File: src/rtl/tdm_rx_pkg.sv
package tdm_rx_pkg;
  typedef enum logic {LEN_HALF = 1'b0, LEN_FULL = 1'b1} wlen_e;

  function automatic int idx_bits(input int n);
    return (n > 1) ? $clog2(n) : 1;
  endfunction
endpackage

File: src/rtl/tdm_rx_timing.sv
module tdm_rx_timing
  import tdm_rx_pkg::*;
#(
  parameter int NSLOT  = 4,
  parameter int WORD_W = 16,
  localparam int CW    = idx_bits(NSLOT)
) (
  input  logic              clk,
  input  logic              rst_n,
  input  logic              sync_mode,
  input  logic              rx_bclk,
  input  logic              rx_fsync,
  input  logic              tx_bclk,
  input  logic              tx_fsync,
  input  logic              sdata,
  input  logic              wlen16,
  input  logic [CW-1:0]     slots_m1,
  output logic              wd_valid,
  output logic [CW-1:0]     wd_slot,
  output logic [WORD_W-1:0] wd_word
);
  localparam int SW = CW + 1;
  localparam int BW = idx_bits(WORD_W) + 1;
  localparam int HW = WORD_W / 2;
  localparam logic [SW-1:0] IDLE = SW'(NSLOT);

  logic              bclk_sel, fs_sel, bclk_q, fs_q;
  logic              se, fs_start, last_bit;
  logic [WORD_W-1:0] shreg, shift_n, word_n;
  logic [BW-1:0]     bit_cnt, bit_n, last_idx;
  logic [SW-1:0]     slot, slot_n;
  logic              done_n;

  assign bclk_sel = sync_mode ? tx_bclk  : rx_bclk;
  assign fs_sel   = sync_mode ? tx_fsync : rx_fsync;
  assign se       = bclk_q & ~bclk_sel;
  assign fs_start = se & fs_sel & ~fs_q;
  assign last_idx = (wlen_e'(wlen16) == LEN_FULL) ? BW'(WORD_W - 1) : BW'(HW - 1);
  assign last_bit = (bit_cnt == last_idx);
  assign shift_n  = {shreg[WORD_W-2:0], sdata};
  assign word_n   = (wlen_e'(wlen16) == LEN_FULL) ? shift_n
                  : {{(WORD_W-HW){1'b0}}, shift_n[HW-1:0]};

  always_comb begin
    bit_n  = bit_cnt;
    slot_n = slot;
    done_n = 1'b0;
    if (se) begin
      if (fs_start) begin
        slot_n = '0;
        bit_n  = BW'(1);
      end else if (slot != IDLE) begin
        if (last_bit) begin
          done_n = 1'b1;
          bit_n  = '0;
          slot_n = (slot == {1'b0, slots_m1}) ? IDLE : SW'(slot + 1'b1);
        end else begin
          bit_n = BW'(bit_cnt + 1'b1);
        end
      end
    end
  end

  always_ff @(posedge clk or negedge rst_n) begin
    if (!rst_n) begin
      bclk_q   <= 1'b0;
      fs_q     <= 1'b0;
      shreg    <= '0;
      bit_cnt  <= '0;
      slot     <= IDLE;
      wd_valid <= 1'b0;
      wd_slot  <= '0;
      wd_word  <= '0;
    end else begin
      bclk_q   <= bclk_sel;
      wd_valid <= done_n;
      if (se) begin
        fs_q    <= fs_sel;
        shreg   <= shift_n;
        bit_cnt <= bit_n;
        slot    <= slot_n;
      end
      if (done_n) begin
        wd_slot <= slot[CW-1:0];
        wd_word <= word_n;
      end
    end
  end

  a_r2_half_word_zero_ext: assert property (@(posedge clk) disable iff (!rst_n)
    (wd_valid && !wlen16) |-> (wd_word[WORD_W-1:HW] == '0));

  a_r10_slot_in_frame: assert property (@(posedge clk) disable iff (!rst_n)
    wd_valid |-> (wd_slot <= slots_m1));

  a_r10_one_word_per_edge: assert property (@(posedge clk) disable iff (!rst_n)
    wd_valid |=> !wd_valid);
endmodule

File: src/rtl/tdm_rx_fifo.sv
module tdm_rx_fifo
  import tdm_rx_pkg::*;
#(
  parameter int WORD_W = 16,
  parameter int DEPTH  = 8,
  localparam int AW    = idx_bits(DEPTH),
  localparam int CNT_W = $clog2(DEPTH + 1)
) (
  input  logic              clk,
  input  logic              rst_n,
  input  logic              push,
  input  logic [WORD_W-1:0] push_data,
  input  logic              pop,
  output logic [WORD_W-1:0] rdata,
  output logic [CNT_W-1:0]  count,
  output logic              ovr_evt
);
  logic [WORD_W-1:0] mem [DEPTH];
  logic [AW-1:0]     wptr, rptr, wptr_n, rptr_n;
  logic [CNT_W-1:0]  count_n;
  logic              full, do_push, do_pop;

  assign full    = (count == CNT_W'(DEPTH));
  assign do_push = push & ~full;
  assign do_pop  = pop & (count != '0);
  assign ovr_evt = push & full;
  assign rdata   = mem[rptr];

  always_comb begin
    wptr_n  = wptr;
    rptr_n  = rptr;
    count_n = count + CNT_W'(do_push) - CNT_W'(do_pop);
    if (do_push) wptr_n = (wptr == AW'(DEPTH - 1)) ? '0 : AW'(wptr + 1'b1);
    if (do_pop)  rptr_n = (rptr == AW'(DEPTH - 1)) ? '0 : AW'(rptr + 1'b1);
  end

  always_ff @(posedge clk) begin
    if (do_push) mem[wptr] <= push_data;
  end

  always_ff @(posedge clk or negedge rst_n) begin
    if (!rst_n) begin
      wptr  <= '0;
      rptr  <= '0;
      count <= '0;
    end else begin
      wptr  <= wptr_n;
      rptr  <= rptr_n;
      count <= count_n;
    end
  end

  a_r7_count_bound: assert property (@(posedge clk) disable iff (!rst_n)
    count <= CNT_W'(DEPTH));

  a_r7_full_drop: assert property (@(posedge clk) disable iff (!rst_n)
    (push && full && !pop) |=> (count == CNT_W'(DEPTH)) && $stable(wptr));
endmodule

File: src/rtl/tdm_rx_dreg.sv
module tdm_rx_dreg #(
  parameter int WORD_W = 16
) (
  input  logic              clk,
  input  logic              rst_n,
  input  logic              wr,
  input  logic [WORD_W-1:0] wdata,
  input  logic              rd,
  output logic [WORD_W-1:0] data,
  output logic              full,
  output logic              ovr_evt
);
  logic              full_n, load;

  assign load    = wr & (~full | rd);
  assign ovr_evt = wr & full & ~rd;

  always_comb begin
    full_n = full;
    if (rd)   full_n = 1'b0;
    if (load) full_n = 1'b1;
  end

  always_ff @(posedge clk or negedge rst_n) begin
    if (!rst_n) begin
      full <= 1'b0;
      data <= '0;
    end else begin
      full <= full_n;
      if (load) data <= wdata;
    end
  end

  a_r4_req_from_write: assert property (@(posedge clk) disable iff (!rst_n)
    $rose(full) |-> $past(wr));

  a_r5_read_empties: assert property (@(posedge clk) disable iff (!rst_n)
    (rd && !wr) |=> !full);

  a_r8_keep_old_word: assert property (@(posedge clk) disable iff (!rst_n)
    (wr && full && !rd) |=> $stable(data) && full);

  a_r11_read_write_keeps_req: assert property (@(posedge clk) disable iff (!rst_n)
    (wr && rd) |=> full && (data == $past(wdata)));
endmodule

File: src/rtl/tdm_slot_rx.sv
module tdm_slot_rx
  import tdm_rx_pkg::*;
#(
  parameter int NSLOT      = 4,
  parameter int WORD_W     = 16,
  parameter int FIFO_DEPTH = 8,
  localparam int CW        = idx_bits(NSLOT),
  localparam int CNT_W     = $clog2(FIFO_DEPTH + 1)
) (
  input  logic                    clk,
  input  logic                    rst_n,
  input  logic                    sync_mode,
  input  logic                    rx_bclk,
  input  logic                    rx_fsync,
  input  logic                    tx_bclk,
  input  logic                    tx_fsync,
  input  logic                    sdata,
  input  logic                    wlen16,
  input  logic [CW-1:0]           slots_m1,
  input  logic [NSLOT-1:0]        rx_assign,
  input  logic [NSLOT-1:0]        dma_sel,
  input  logic [CNT_W-1:0]        warn_lim,
  input  logic                    fifo_rd,
  output logic [WORD_W-1:0]       fifo_rdata,
  output logic [CNT_W-1:0]        fifo_count,
  output logic                    irq,
  input  logic [NSLOT-1:0]        dma_rd,
  output logic [NSLOT*WORD_W-1:0] dma_data,
  output logic [NSLOT-1:0]        dma_req,
  output logic                    overrun
);
  logic              rst_meta, rst_ni;
  logic              wd_valid;
  logic [CW-1:0]     wd_slot;
  logic [WORD_W-1:0] wd_word;
  logic              fifo_push, fifo_ovr, overrun_n;
  logic [NSLOT-1:0]  dreg_wr, dreg_ovr;

  always_ff @(posedge clk or negedge rst_n) begin
    if (!rst_n) begin
      rst_meta <= 1'b0;
      rst_ni   <= 1'b0;
    end else begin
      rst_meta <= 1'b1;
      rst_ni   <= rst_meta;
    end
  end

  tdm_rx_timing #(.NSLOT(NSLOT), .WORD_W(WORD_W)) u_timing (
    .clk(clk), .rst_n(rst_ni), .sync_mode(sync_mode),
    .rx_bclk(rx_bclk), .rx_fsync(rx_fsync), .tx_bclk(tx_bclk), .tx_fsync(tx_fsync),
    .sdata(sdata), .wlen16(wlen16), .slots_m1(slots_m1),
    .wd_valid(wd_valid), .wd_slot(wd_slot), .wd_word(wd_word)
  );

  assign fifo_push = wd_valid & rx_assign[wd_slot] & ~dma_sel[wd_slot];

  tdm_rx_fifo #(.WORD_W(WORD_W), .DEPTH(FIFO_DEPTH)) u_fifo (
    .clk(clk), .rst_n(rst_ni), .push(fifo_push), .push_data(wd_word),
    .pop(fifo_rd), .rdata(fifo_rdata), .count(fifo_count), .ovr_evt(fifo_ovr)
  );

  for (genvar i = 0; i < NSLOT; i++) begin : g_slot
    assign dreg_wr[i] = wd_valid & (wd_slot == CW'(i)) & rx_assign[i] & dma_sel[i];
    tdm_rx_dreg #(.WORD_W(WORD_W)) u_dreg (
      .clk(clk), .rst_n(rst_ni), .wr(dreg_wr[i]), .wdata(wd_word), .rd(dma_rd[i]),
      .data(dma_data[i*WORD_W +: WORD_W]), .full(dma_req[i]), .ovr_evt(dreg_ovr[i])
    );
  end

  assign irq       = (fifo_count > warn_lim);
  assign overrun_n = overrun | fifo_ovr | (|dreg_ovr);

  always_ff @(posedge clk or negedge rst_n) begin
    if (!rst_n) overrun <= 1'b0;
    else if (rst_ni) overrun <= overrun_n;
  end

  a_r7_overrun_sticky: assert property (@(posedge clk) disable iff (!rst_ni)
    $past(overrun) |-> overrun);

  a_r1_single_destination: assert property (@(posedge clk) disable iff (!rst_ni)
    $onehot0({fifo_push, dreg_wr}));

  a_r1_unassigned_dropped: assert property (@(posedge clk) disable iff (!rst_ni)
    (wd_valid && !rx_assign[wd_slot]) |=> $stable(fifo_count) || $past(fifo_rd));
endmodule

File: config.mk
export PLATFORM = sky130hd
export DESIGN_NAME = tdm_slot_rx
export DESIGN_NICKNAME = d
export VERILOG_FILES = /design/src/rtl/tdm_rx_pkg.sv /design/src/rtl/tdm_rx_timing.sv /design/src/rtl/tdm_rx_fifo.sv /design/src/rtl/tdm_rx_dreg.sv /design/src/rtl/tdm_slot_rx.sv
export SDC_FILE = /design/constraint.sdc
export NUM_CORES = 1
export LEC_CHECK = 0
export BUFFER_PORTS_ARGS = -buffer_cell sky130_fd_sc_hd__buf_2
export CORE_ASPECT_RATIO = 0.75
export CORE_MARGIN = 4
export CORE_UTILIZATION = 62
export CTS_BUF_LIST = sky130_fd_sc_hd__clkbuf_16
export DETAILED_ROUTE_END_ITERATION = 7
export PLACE_DENSITY_LB_ADDON = 0.05
export SYNTH_ARGS = -nofsm -noshare
export SYNTH_HDL_FRONTEND = slang
export SYNTH_SLANG_ARGS = --single-unit
File: constraint.sdc
create_clock -name clk -period 11.5 [get_ports clk]
set_input_delay 2.3 -clock clk [delete_from_list [all_inputs] [get_ports clk]]
set_output_delay 2.3 -clock clk [all_outputs]
set_load 0.005 [all_outputs]
==> out/metrics.csv <==
metric,value,unit
status,"finished, final reports clean",
relative slew slack,24.7,%
Main synth FF type,edfxtp_1,
layout cell share with drive strength beyond 1,42.2,%
"Hold Vio Cnt, Final",0,
global route total overflow,0,
GP Congestion,0.814,
clk sink count,253,
Max Clock Freq,0.173,GHz
reg-to-reg startpoint,u_timing.wd_slot[1]$_DFFE_PN0P_,
Chip Height,119,µm
die width,156,µm
CTS tree,built,
Area Growth Syn to Fin,15.5,%
"FF+latch count, synth",253,
worst-margin pin slew,1.13,ns
Setup Skew,0.00756,ns
Tcrit/Tclk final,50.2,%
post-detail-place hpwl,12600,µm
reg2reg end,u_fifo.mem[0][6]$_DFFE_PP_,
clk root buf,clkbuf_16,
HP Class,register to asynchronous set/reset pin,
vias,5476,
Critical Path Most Common Cell,o21a_1,
routed len/inst,21.2,µm
Routed Antenna Nets,0,
Crit path required time,9.20,ns
largest net degree at the start of global routing,85,
"Slew Viols, Final",0,
die area,0.0186,mm²
crit-path max FO,2,
port bufs,117,
post-synth top area cell,edfxtp_1,
cell at the slowest stage of the critical path,ha_1,
Crit Path Class,input port to primary output,
Worst Reg2Reg Path Length in Cells,4,
# Post-CTS Setup Buffers,0,
LEAKAGE,5.10,nW
"Reg clk slew, reported paths",0.06,ns
io pins,118,
Reg2Reg Setup Slack,8.12,ns
Setup WS pre-CTS,5.72,ns
global-route wire length before repair,31900,µm
std cell rows,40,
P per Cell Area,211,mW/mm²
Via density,5.83,
syn_nets,639,
Tot Pwr,2.49,mW
PostCTS Resize Cnt,0,
Peak VDD IR,0.122,mV
Synth warnings,0,
clk_lat worst skew,0.51,ns
placed insts,896,
vias in the first global route,5686,
synth cell count leaders,"128 x edfxtp_1, 124 x dfrtp_1, 103 x mux2_2",
DR pass1 iterations,4,
TNS Setup,0,ns
# H-tree levels,1,
"Core Util, Final",73.5,%
"Seq/Total Area, Yosys",68.2,%
CP max stage delay,0.30,ns
Final WS setup,5.73,ns
CP Cell Sequence,buf_2 -> inv_1 -> ha_1 -> nor2b_1 -> o21a_1 -> o21a_1 -> o21a_1 -> buf_2,
Post-CTS Hold Fix Bufs,0,
Final setup viols,0,
DR DRC count,0,
"count leader, synth",edfxtp_1,
DRT iter0 DRCs,328,
# diodes,0,
Cell variety after synth,53,
Routed WL,19900,µm
Period minus WS final,5.77,ns
Async SR Flop Fraction,49.4,%
crit path DAT,3.47,ns
Synth Area per Inst,17.2,µm²
Syn Std Cell Area,0.0102,mm²
nets@finish,758,
Initial Utilization,63.6,%
total track usage,21.9,%
CP Capture Type,primary output,
share of the synthesized area in the top cell type,37.6,%
Core Footprint,0.0161,mm²
Cells after Synth,593,
Startpoint Class,input port,
"EDFF count, synth",128,
Non-Filler Instances,940,
CTS buffer count,24,
RSZ-0062 raised after global routing,no,
total of max-cap violations,0,
CTS Buffer Depth,3,
ranking of synthesized cells by area,"edfxtp_1 38%, dfrtp_1 30%, mux2_2 11%",
number of antenna violations at the first check in global routing,0,
==> cells by family after synthesis <==
kind of cell	count (synthesis)	share of synthesized area [%]
AOI/OAI and AO/OA	35	2.23
DFF	253	68.2
muxes	148	19.7
xor gates and xnor gates	6	0.514
buffers and inverters	51	2.35
adders and majority gates	18	2.28
and+or+nand+nor	81	4.63
other	1	0.0367
==> layer usage <==
layer | wire length (µm) | up-vias | share of wire (%) | GRT usage (%)
met2 | 9790 | 139 | 49 | 35.5
met3 | 1040 | 24 | 5.2 | 4.03
met4 | 285 | 0 | 1.4 | 3.69
li1 | - | 2486 | - | -
met5 | 0 | - | 0 | 0
met1 | 8810 | 2827 | 44 | 32.1
==> critical path, delay by kind of cell <==
family	cells	cell delay, ns
fa+ha+maj	1	0.30
simple gates	1	0.13
compound gates	3	0.49
buf+inv	3	0.25
==> cells in the final DEF (no fill, tap or decap), drive strengths merged, types with 3 or more instances in the layout <==
master	instances
a21oi	7
and4b	3
and4bb	3
buf	120
bufinv	5
clkbuf	24
clkinv	11
clkinvlp	3
dfrtp	124
edfxtp	128
ha	17
inv	25
mux2	104
mux2i	12
mux4	32
nand2	30
nand2b	5
nand3	7
nand4	5
nor2	5
nor2b	3
nor3	5
o21a	3
o21ai	14
or4	4
xor2	5
==> final cells by class <==
cell class | count | area [µm²]
tap | 210 | 263
timing repair buffer | 120 | 608
inverter | 24 | 90.1
clock inverter | 20 | 249
clock buffer | 24 | 601
multi-input combinational | 289 | 3010
fill | 990 | 4270
sequential | 253 | 6980
==> how the worst max path moves through the flow <==
stage / start / to / slack [ns] / cells after the start
2_1_floorplan: warn_lim[1] / irq / 5.99 / 6
3_3_place_gp: warn_lim[1] / irq / 5.80 / 8
3_5_place_dp: warn_lim[1] / irq / 5.72 / 8
4_1_cts: warn_lim[1] / irq / 5.72 / 8
5_1_grt: warn_lim[1] / irq / 5.66 / 8
6_report: warn_lim[1] / irq / 5.73 / 8
==> sequential cells by signal, indices dropped and copies added, names as in the netlist <==
| name | cells |
|---|---|
| u_timing.bit_cnt | 5 |
| u_fifo.rptr | 3 |
| u_fifo.count | 4 |
| rst_ni | 1 |
| u_timing.bclk_q | 1 |
| g_slot.u_dreg.data | 64 |
| overrun | 1 |
| u_timing.wd_word | 16 |
| u_timing.shreg | 15 |
| u_timing.wd_valid | 1 |
| u_fifo.mem | 128 |
| u_timing.wd_slot | 2 |
| u_timing.slot | 3 |
| rst_meta | 1 |
| u_fifo.wptr | 3 |
| g_slot.u_dreg.full | 4 |
| u_timing.fs_q | 1 |
==> through the flow <==
step,area (µm²),hold WS [ns]
final,11800,0.312
after global routing,11800,0.373
after CTS,11800,0.334
after detailed placement,11000,0.329
after global placement,11000,0.315
after floorplan,10200,0.331
==> report_power, final <==
group | total [mW] | internal, mW | switching, mW
logic | 0.428 | 0.258 | 0.170
clock network | 0.828 | 0.498 | 0.331
registers | 1.23 | 1.06 | 0.166
Note: power is estimated with default switching activity, not from simulation.
